### config.mk
export PLATFORM = sky130hd
export DESIGN_NAME = gate_dt_sequencer
export DESIGN_NICKNAME = d
export VERILOG_FILES = /design/src/rtl/gs_pkg.sv /design/src/rtl/gs_in_stage.sv /design/src/rtl/gs_step_counter.sv /design/src/rtl/gs_seq_fsm.sv /design/src/rtl/gate_dt_sequencer.sv
export SDC_FILE = /design/constraint.sdc
export NUM_CORES = 1
export LEC_CHECK = 0
export CORE_ASPECT_RATIO = 1.75
export CORE_UTILIZATION = 55
export DETAILED_ROUTE_END_ITERATION = 10
export DONT_BUFFER_PORTS = 1
export PLACE_DENSITY = 0.73
export SLEW_MARGIN = 10
export SYNTH_ARGS = -nofsm -noshare
export SYNTH_HDL_FRONTEND = slang
export SYNTH_SLANG_ARGS = --single-unit
### constraint.sdc
create_clock -name clk -period 5.95 [get_ports clk]
set_input_delay 1.19 -clock clk [delete_from_list [all_inputs] [get_ports clk]]
set_output_delay 1.19 -clock clk [all_outputs]
set_load 0.005 [all_outputs]
### src/rtl/gs_pkg.sv
package gs_pkg;

    typedef enum logic [3:0] {
        ST_PARK,
        ST_HOLD,
        ST_EXIT,
        ST_LO_ON,
        ST_LO_OFFDLY,
        ST_WAIT_LO,
        ST_HI_ONDLY,
        ST_HI_ON,
        ST_HI_OFFDLY,
        ST_WAIT_HI,
        ST_LO_ONDLY,
        ST_FAULT
    } seq_state_e;

    function automatic int imax(input int a, input int b);
        return (a > b) ? a : b;
    endfunction

    function automatic logic hi_drive(input seq_state_e s);
        return (s == ST_HI_ON) || (s == ST_HI_OFFDLY);
    endfunction

    function automatic logic lo_drive(input seq_state_e s);
        return (s == ST_LO_ON) || (s == ST_LO_OFFDLY);
    endfunction

endpackage

### src/rtl/gs_in_stage.sv
module gs_in_stage #(
    parameter int EXT_W = 4
) (
    input  logic             clk,
    input  logic             rst_n,
    input  logic             pwm_level,
    input  logic             pwm_mid,
    input  logic [EXT_W-1:0] bal_ext,
    input  logic             hi_gate_low,
    input  logic             lo_gate_low,
    output logic             want_hi_q,
    output logic             mid_q,
    output logic [EXT_W-1:0] ext_q,
    output logic             hi_low_q,
    output logic             lo_low_q
);

    typedef struct packed {
        logic             lvl;
        logic             mid;
        logic             hi_low;
        logic             lo_low;
        logic [EXT_W-1:0] ext;
    } in_t;

    in_t in_d, in_q;

    always_comb begin
        in_d.lvl    = pwm_level;
        in_d.mid    = pwm_mid;
        in_d.hi_low = hi_gate_low;
        in_d.lo_low = lo_gate_low;
        in_d.ext    = bal_ext;
    end

    // Reset reads as "inside the window" so the sequencer starts parked.
    always_ff @(posedge clk or negedge rst_n) begin
        if (!rst_n) begin
            in_q     <= '0;
            in_q.mid <= 1'b1;
        end else begin
            in_q <= in_d;
        end
    end

    assign want_hi_q = in_q.lvl;
    assign mid_q     = in_q.mid;
    assign ext_q     = in_q.ext;
    assign hi_low_q  = in_q.hi_low;
    assign lo_low_q  = in_q.lo_low;

endmodule

### src/rtl/gs_step_counter.sv
module gs_step_counter #(
    parameter int W = 8
) (
    input  logic         clk,
    input  logic         rst_n,
    input  logic         clr,
    output logic [W-1:0] count
);

    localparam logic [W-1:0] CNT_TOP = {W{1'b1}};

    logic [W-1:0] cnt_d, cnt_q;

    always_comb begin
        if (clr) begin
            cnt_d = '0;
        end else if (cnt_q != CNT_TOP) begin
            cnt_d = cnt_q + W'(1);
        end else begin
            cnt_d = cnt_q;
        end
    end

    always_ff @(posedge clk or negedge rst_n) begin
        if (!rst_n) begin
            cnt_q <= '0;
        end else begin
            cnt_q <= cnt_d;
        end
    end

    assign count = cnt_q;

endmodule

### src/rtl/gs_seq_fsm.sv
module gs_seq_fsm
    import gs_pkg::*;
#(
    parameter int T_OFF   = 10,
    parameter int T_HI_ON = 6,
    parameter int T_LO_ON = 5,
    parameter int T_HOLD  = 6,
    parameter int T_EXIT  = 6,
    parameter int TMO     = 64,
    parameter int EXT_W   = 4,
    parameter int CNT_W   = 7
) (
    input  logic             clk,
    input  logic             rst_n,
    input  logic             want_hi,
    input  logic             mid,
    input  logic [EXT_W-1:0] ext,
    input  logic             hi_low,
    input  logic             lo_low,
    input  logic [CNT_W-1:0] cnt,
    output logic             cnt_clr,
    output logic             hi_en,
    output logic             lo_en,
    output logic             parked,
    output logic             fault
);

    typedef struct packed {
        seq_state_e       st;
        logic [CNT_W-1:0] lim;
        logic             hi;
        logic             lo;
        logic             park;
        logic             flt;
    } seq_t;

    localparam logic [CNT_W-1:0] LIM_OFF   = CNT_W'(T_OFF);
    localparam logic [CNT_W-1:0] LIM_HI_ON = CNT_W'(T_HI_ON);
    localparam logic [CNT_W-1:0] LIM_LO_ON = CNT_W'(T_LO_ON);
    localparam logic [CNT_W-1:0] LIM_HOLD  = CNT_W'(T_HOLD);
    localparam logic [CNT_W-1:0] LIM_EXIT  = CNT_W'(T_EXIT);
    localparam logic [CNT_W-1:0] TMO_LAST  = CNT_W'(TMO - 1);

    seq_t cur_q, nx_d;
    logic dly_done;
    logic tmo_hit;

    assign dly_done = (cnt == (cur_q.lim - CNT_W'(1)));
    assign tmo_hit  = (cnt == TMO_LAST);

    always_comb begin
        nx_d = cur_q;
        unique case (cur_q.st)
            ST_PARK: begin
                if (!mid) begin
                    nx_d.st  = ST_EXIT;
                    nx_d.lim = LIM_EXIT;
                end
            end
            ST_HOLD: begin
                if (!mid) begin
                    nx_d.st  = ST_EXIT;
                    nx_d.lim = LIM_EXIT;
                end else if (dly_done) begin
                    nx_d.st = ST_PARK;
                end
            end
            ST_EXIT: begin
                if (mid) begin
                    nx_d.st  = ST_HOLD;
                    nx_d.lim = LIM_HOLD;
                end else if (dly_done) begin
                    if (want_hi) begin
                        nx_d.st = lo_low ? ST_HI_ON : ST_WAIT_LO;
                    end else begin
                        nx_d.st = hi_low ? ST_LO_ON : ST_WAIT_HI;
                    end
                end
            end
            ST_LO_ON: begin
                if (mid) begin
                    nx_d.st  = ST_HOLD;
                    nx_d.lim = LIM_HOLD;
                end else if (want_hi) begin
                    nx_d.st  = ST_LO_OFFDLY;
                    nx_d.lim = LIM_OFF;
                end
            end
            ST_LO_OFFDLY: begin
                if (mid) begin
                    nx_d.st  = ST_HOLD;
                    nx_d.lim = LIM_HOLD;
                end else if (!want_hi) begin
                    nx_d.st = ST_LO_ON;
                end else if (dly_done) begin
                    nx_d.st = ST_WAIT_LO;
                end
            end
            ST_WAIT_LO: begin
                if (mid) begin
                    nx_d.st  = ST_HOLD;
                    nx_d.lim = LIM_HOLD;
                end else if (!want_hi) begin
                    nx_d.st = ST_WAIT_HI;
                end else if (lo_low) begin
                    nx_d.st  = ST_HI_ONDLY;
                    nx_d.lim = LIM_HI_ON;
                end else if (tmo_hit) begin
                    nx_d.st = ST_FAULT;
                end
            end
            ST_HI_ONDLY: begin
                if (mid) begin
                    nx_d.st  = ST_HOLD;
                    nx_d.lim = LIM_HOLD;
                end else if (!want_hi) begin
                    nx_d.st = ST_WAIT_HI;
                end else if (dly_done) begin
                    nx_d.st = ST_HI_ON;
                end
            end
            ST_HI_ON: begin
                if (mid) begin
                    nx_d.st  = ST_HOLD;
                    nx_d.lim = LIM_HOLD;
                end else if (!want_hi) begin
                    nx_d.st  = ST_HI_OFFDLY;
                    nx_d.lim = LIM_OFF + CNT_W'(ext);
                end
            end
            ST_HI_OFFDLY: begin
                if (mid) begin
                    nx_d.st  = ST_HOLD;
                    nx_d.lim = LIM_HOLD;
                end else if (want_hi) begin
                    nx_d.st = ST_HI_ON;
                end else if (dly_done) begin
                    nx_d.st = ST_WAIT_HI;
                end
            end
            ST_WAIT_HI: begin
                if (mid) begin
                    nx_d.st  = ST_HOLD;
                    nx_d.lim = LIM_HOLD;
                end else if (want_hi) begin
                    nx_d.st = ST_WAIT_LO;
                end else if (hi_low) begin
                    nx_d.st  = ST_LO_ONDLY;
                    nx_d.lim = LIM_LO_ON;
                end else if (tmo_hit) begin
                    nx_d.st = ST_FAULT;
                end
            end
            ST_LO_ONDLY: begin
                if (mid) begin
                    nx_d.st  = ST_HOLD;
                    nx_d.lim = LIM_HOLD;
                end else if (want_hi) begin
                    nx_d.st = ST_WAIT_LO;
                end else if (dly_done) begin
                    nx_d.st = ST_LO_ON;
                end
            end
            ST_FAULT: begin
                nx_d.st = ST_FAULT;
            end
            default: begin
                nx_d.st = ST_FAULT;
            end
        endcase

        nx_d.hi   = hi_drive(nx_d.st);
        nx_d.lo   = lo_drive(nx_d.st);
        nx_d.park = (nx_d.st == ST_PARK);
        nx_d.flt  = (nx_d.st == ST_FAULT);
    end

    assign cnt_clr = (nx_d.st != cur_q.st);

    always_ff @(posedge clk or negedge rst_n) begin
        if (!rst_n) begin
            cur_q      <= '0;
            cur_q.st   <= ST_PARK;
            cur_q.lim  <= LIM_HOLD;
            cur_q.park <= 1'b1;
        end else begin
            cur_q <= nx_d;
        end
    end

    assign hi_en  = cur_q.hi;
    assign lo_en  = cur_q.lo;
    assign parked = cur_q.park;
    assign fault  = cur_q.flt;

    a_r6_never_both: assert property (@(posedge clk) disable iff (!rst_n)
        !(hi_en && lo_en));

    a_r3_hi_after_lo_off: assert property (@(posedge clk) disable iff (!rst_n)
        $rose(hi_en) |-> !$past(lo_en));

    a_r5_lo_after_hi_off: assert property (@(posedge clk) disable iff (!rst_n)
        $rose(lo_en) |-> !$past(hi_en));

    a_r7_mid_kills_gates: assert property (@(posedge clk) disable iff (!rst_n)
        mid |=> (!hi_en && !lo_en));

    a_r8_parked_quiet: assert property (@(posedge clk) disable iff (!rst_n)
        parked |-> (!hi_en && !lo_en && !fault));

    a_r11_fault_sticky: assert property (@(posedge clk) disable iff (!rst_n)
        fault |=> (fault && !hi_en && !lo_en));

endmodule

### src/rtl/gate_dt_sequencer.sv
module gate_dt_sequencer
    import gs_pkg::*;
#(
    parameter int T_OFF   = 10,
    parameter int T_HI_ON = 6,
    parameter int T_LO_ON = 5,
    parameter int T_HOLD  = 6,
    parameter int T_EXIT  = 6,
    parameter int TMO     = 64,
    parameter int EXT_W   = 4
) (
    input  logic             clk,
    input  logic             rst_n,
    input  logic             pwm_level,
    input  logic             pwm_mid,
    input  logic [EXT_W-1:0] bal_ext,
    input  logic             hi_gate_low,
    input  logic             lo_gate_low,
    output logic             hi_en,
    output logic             lo_en,
    output logic             parked,
    output logic             fault
);

    localparam int LIM_MAX  = T_OFF + (1 << EXT_W) - 1;
    localparam int FIX_MAX  = imax(imax(T_HI_ON, T_LO_ON), imax(T_HOLD, T_EXIT));
    localparam int CNT_SPAN = imax(imax(LIM_MAX, FIX_MAX), TMO);
    localparam int CNT_W    = $clog2(CNT_SPAN + 1);

    logic             want_hi_q;
    logic             mid_q;
    logic [EXT_W-1:0] ext_q;
    logic             hi_low_q;
    logic             lo_low_q;
    logic [CNT_W-1:0] step_cnt;
    logic             step_clr;

    gs_in_stage #(
        .EXT_W(EXT_W)
    ) u_in (
        .clk        (clk),
        .rst_n      (rst_n),
        .pwm_level  (pwm_level),
        .pwm_mid    (pwm_mid),
        .bal_ext    (bal_ext),
        .hi_gate_low(hi_gate_low),
        .lo_gate_low(lo_gate_low),
        .want_hi_q  (want_hi_q),
        .mid_q      (mid_q),
        .ext_q      (ext_q),
        .hi_low_q   (hi_low_q),
        .lo_low_q   (lo_low_q)
    );

    gs_step_counter #(
        .W(CNT_W)
    ) u_cnt (
        .clk  (clk),
        .rst_n(rst_n),
        .clr  (step_clr),
        .count(step_cnt)
    );

    gs_seq_fsm #(
        .T_OFF  (T_OFF),
        .T_HI_ON(T_HI_ON),
        .T_LO_ON(T_LO_ON),
        .T_HOLD (T_HOLD),
        .T_EXIT (T_EXIT),
        .TMO    (TMO),
        .EXT_W  (EXT_W),
        .CNT_W  (CNT_W)
    ) u_fsm (
        .clk    (clk),
        .rst_n  (rst_n),
        .want_hi(want_hi_q),
        .mid    (mid_q),
        .ext    (ext_q),
        .hi_low (hi_low_q),
        .lo_low (lo_low_q),
        .cnt    (step_cnt),
        .cnt_clr(step_clr),
        .hi_en  (hi_en),
        .lo_en  (lo_en),
        .parked (parked),
        .fault  (fault)
    );

endmodule

Yosys cells after proc, flatten, opt, wreduce, memory -nomap -nowiden
Cells that the tools add are included.
Word-level totals
  flip-flop bits (word level): 30
  input port bits: 10
  output and inout bits: 4
  logic and storage cells: 92
Cells by class
  $add $sub $neg: 3
  eq/ne operators: 28
  mux-type cells: 41
  reduce and logical (&&, ||, !) cells: 8
Operators by type and width (count)
  4-bit 2-to-1 mux: 23
  11-bit 2-to-1 mux: 7
  7-bit 2-to-1 mux: 8
  7-bit case mux with 7 select lines: 1
  4-bit case mux with 11 select lines: 1
  4-bit by 3-bit equality test with 1-bit output, second input constant: 6
  4-bit equality test, second input constant: 5
  3-bit != test, second input constant: 6
  4-bit by 2-bit equality test with 1-bit output, second input constant: 3
  10-bit AND reduction: 1
  4-bit logical NOT: 2
  7-bit by 1-bit adder with 7-bit output, second input constant: 1
  7-bit by 6-bit equality test with 1-bit output, second input constant: 1
  7-bit equality test: 1
  7-bit != test, second input constant: 1
  7-bit nonzero test: 1
  7-bit by 1-bit subtractor with 7-bit output, second input constant: 1
  4-bit by 4-bit adder with 5-bit output, first input constant: 1
  5-bit OR reduction: 1
  4-bit by 1-bit equality test with 1-bit output, second input constant: 1
  2-bit != test, second input constant: 2
  4-bit != test: 1
  1-bit logical OR: 2
  2-bit 2-to-1 mux: 1
  other kinds (2): 2

Logic depth before layout (Yosys ltp)
  depth in word-level cells: 8
  mapped depth: 10
  depth with buffers taken out: 9

Modules after synthesis
Synthesis repeated with hierarchy kept, for this count alone.
Second synthesis, totals
  cells, all modules: 217
  area, all modules: 1910.6 sq um
Modules (own cells, without submodules)
  gs_seq_fsm: instances 1, cells an instance 176, area an instance 1347.5 sq um, sequential area each 329.1 sq um
  gs_step_counter: instances 1, cells an instance 33, area an instance 361.6 sq um, sequential area each 175.2 sq um
  gs_in_stage: instances 1, cells an instance 8, area an instance 201.4 sq um, sequential area each 201.4 sq um

Worst setup path before layout
Ideal clock, no wire load.
  path kind: register -> register
  from: register u_fsm.cur_q[4] (netlist bit)
  to: register u_cnt.cnt_q[0] (netlist: u_cnt.count[0])
  library setup time: 0.082 ns
  data arrival time: 2.225 ns
  required time: 5.868 ns
  setup slack: 3.643 ns
  cell stages (with the launch flop): 11
  path buffers: 1
  period minus slack after synthesis: 2.307 ns
  cells stage by stage: dfrtp_1 > inv_1 > ha_1 > or3b_1 > a211o_1 > and4_4 > a21o_1 > a21bo_1 > a2bb2o_4 > buf_6 > nor3_2
On the way
  longest elaborated chain between the ends: 8
  elaborated cells between the ends (all ways): 22
  classes of those cells: 1 x add/sub; 2 x eq/ne; 18 x mux; 1 x reduce/logical
RTL lines
  from (decl): line gs_seq_fsm.sv:44  | seq_t cur_q, nx_d;
  from (signal assigned): line gs_seq_fsm.sv:187  | cur_q <= nx_d;
  7-bit by 1-bit subtractor with 7-bit output (*): line gs_seq_fsm.sv:48  | assign dly_done = (cnt == (cur_q.lim - CNT_W'(1)));
  7-bit equality test (*): line gs_seq_fsm.sv:48
  4-bit 2-to-1 mux (on tied branches) (3 in series)
  4-bit case mux with 11 select lines (*): line gs_seq_fsm.sv:53  | unique case (cur_q.st)
  4-bit != test (*): line gs_seq_fsm.sv:178  | assign cnt_clr = (nx_d.st != cur_q.st);
  7-bit 2-to-1 mux or 2-bit nonzero test (tied branches)
  to (signal assigned): line gs_step_counter.sv:28  | cnt_q <= cnt_d;
  to (decl): line gs_step_counter.sv:12  | logic [W-1:0] cnt_d, cnt_q;
Every way passes the cells marked *; elsewhere a longest branch is shown, timed or not.
A chain may end at the register's enable or synchronous reset.

Worst setup path after layout
  from: register u_fsm.cur_q[4] (netlist bit)
  to: register u_cnt.cnt_q[1] (netlist: u_cnt.count[1])
Same word-level chain as after synthesis.

==> out/results.txt <==
Detailed Place HPWL = 3580 um
Post-route minimum period = 2.62 ns
Hold slack = 0.503 ns
Commonest non-fill, non-tap cells in the layout = dfrtp_1 (24), nor2_1 (21), nand2_1 (20), o21ai_0 (14), a21oi_1 (13)
H-tree level count = 1
Clk_lat worst skew = 0.28 ns
Vias in the first global route = 1698
Yosys top cell area share = 28.5%
Leakage = 0.000858 uW
Ranking of synthesized cells by area = dfrtp_1 (29%), dfstp_2 (5.0%), nor2_1 (3.7%)
Clk pin slew, worst setup/hold paths = 0.10 ns
Vias per cell = 6.46
Count of cells resized by post-cts repair = 0
Final Hold Vio Count = 0
Pint = 491 uW
Slew HR = 47.6%
# IOs = 14
Row cnt = 29
Skew final = 0.00567 ns
Critical path data required time = 6.11 ns
Starting Density = 58.0%
Status = finished, final reports clean
Area Growth Syn to Fin = 2.85%
Setup bufs post-CTS = 0
Layout cells sized above 1 = 11.8%
Commonest non-fill, non-tap cell in the layout = dfrtp_1
Die Y = 83.8 um
Sum Neg Setup Slack = 0 ns
Pwr Density = 394 nW/um2
Post-synth EDFFs = 0
Overall routed net length = 4930 um
Clock buffer depth = 2
MaxCap Viol Count = 0
Pins Over Slew Limit = 0
Initial antenna violation count = 0
ANT cells = 0
Top reg by flops = u_fsm.cur_q
# DRC = 0
Pin count of the biggest net entering global routing = 29
Clk sinks = 28
Die ar. = 4090 um2
Seq/Total Area, Yosys = 33.5%
Iter 0 DRT Violations = 120
Core footprint = 3630 um2
Psw = 362 uW
IO buf count = 0
Fin util = 59.7%
Sw Ratio = 42.5%
RD Place Congestion = 0.977
Flop pwr share = 36.2%
Post-Syn Instances = 248
Worst Setup Start Kind = flop
Fmax = 382 MHz
CTS root buffer = clkbuf_8
Ys Warns = 0
Total gr overflow = 0
WL/cell = 17.4 um
Worst setup EP type = flop
Main synth FF type = dfrtp_1
Fillcell total = 340
Data arrival, critical path = 2.78 ns
Fin nets = 251
Placed instance count = 279
RSZ-0062 raised after global routing = false
Flops & latches, synth = 28
ANT nets after route = 0
Mapped cell area = 2100 um2
First-pass GRT wire length = 8120 um
Clk pwr share = 17.6%
GRT Total Usage = 25.8%
Type of the worst setup path = reg -> reg
Hold Path Class = reg -> reg
Final Setup Violations = 0
Max reg flops = 9
Max VDD drop = 0.261 mV
Final worst path period share = 44.0%
Total number of vias = 1828
Syn Area/Cell = 8.49 um2
Final worst-path setup slack = 3.33 ns
Logic gate share of total power = 46.2%
Syn_nets = 261
Max FO, Critical Path = 7
TritonCTS Buffers = 3
Finished Layout Cells = 283
Tightest Pin Transition = 0.787 ns
Netlist cell types = 62
Area leader, netlist = dfrtp_1
Worst slack, placed = 3.36 ns
CTS tree = yes
# hold bufs at CTS = 0
Die X = 48.8 um
Asr flop ratio synth = 100%
DRT Pass-1 Iters = 4
[per-layer routing]
| layer | up-vias | part of all wire (%) | global-route usage (%) |
|---|---|---|---|
| li1 | 880 | - | - |
| met1 | 870 | 38 | 28.9 |
| met2 | 56 | 54 | 45.3 |
| met3 | 22 | 3.8 | 2.73 |
| met4 | 0 | 5.1 | 15.8 |
| met5 | - | 0 | 0 |
[power by group through the flow]
stage / Combinational (uW) / Clock, uW / Sequential (uW)
global placement: 385 / 0 / 310
CTS: 392 / 154 / 307
detailed placement: 389 / 0 / 310
floorplan: 374 / 0 / 260
finish: 394 / 151 / 309
global route: 440 / 160 / 317
[logic make-up (layout without fill, tap and decap cells)]
logic type                 after synthesis  in the layout  share of synthesized area, %
buffers and inverters                   25             14                          5.05
adders and majority gates                3              3                          1.78
DFF                                     28             28                          33.5
xor gates and xnor gates                10             10                          4.16
and+or+nand+nor                        111            111                          30.4
AOI/OAI and AO/OA                       67             67                          23.1
muxes                                    4              4                          1.96
[metrics by stage]
| stage | total power, uW | instance area (um2) |
|---|---|---|
| final | 853 | 2160 |
| after global routing | 917 | 2160 |
| after CTS | 853 | 2160 |
| after detailed placement | 700 | 2090 |
| after global placement | 695 | 2090 |
| after floorplan | 634 | 2100 |
[worst max-delay path, stage by stage, from the launching register on]
cell and delay (ns):
dfrtp_1 0.44, inv_1 0.10, ha_1 0.19, or3b_1 0.38, o21ai_1 0.14, nand4_2 0.19
a2111oi_2 0.46, nor3_1 0.15, o2111ai_4 0.37, nor3_2 0.08
[path summary, 6_finish.rpt]
check	depth (start not counted)	endpoint	startpoint	slack, ns
min reg2reg	2	u_fsm.cur_q[5]	u_fsm.cur_q[5]	0.50
max	9	u_cnt.count[1]	u_fsm.cur_q[4]	3.33
min in group asynchronous	0	u_in.ext_q[3]	rst_n	0.59
max reg2reg	9	u_cnt.count[1]	u_fsm.cur_q[4]	3.33
min	2	u_fsm.cur_q[5]	u_fsm.cur_q[5]	0.50
max in group asynchronous	0	u_fsm.parked	rst_n	5.18
[cells in the mapped netlist (4+ instances only)]
cell type,number
clkbuf_1,9
o21ai_0,14
xor2_1,4
buf_2,4
nand2_1,20
dfstp_2,4
nand2b_1,9
xnor2_1,6
nand3_1,5
nor2_1,21
inv_1,9
dfrtp_1,24
or3_1,4
nor2b_1,7
o211ai_1,5
nor3_2,7
a21oi_1,13
nor3_1,10
[area by class of cell]
| type | instances | area (um2) | share of cell area, % |
|---|---|---|---|
| multi-input combinational | 195 | 1290 | 59.7 |
| inverter | 10 | 37.5 | 1.73 |
| clock inverter | 1 | 30.0 | 1.39 |
| tap | 46 | 57.6 | 2.66 |
| clock buffer | 3 | 41.3 | 1.91 |
| sequential | 28 | 706 | 32.6 |
Power figures use the tool's default switching activity.
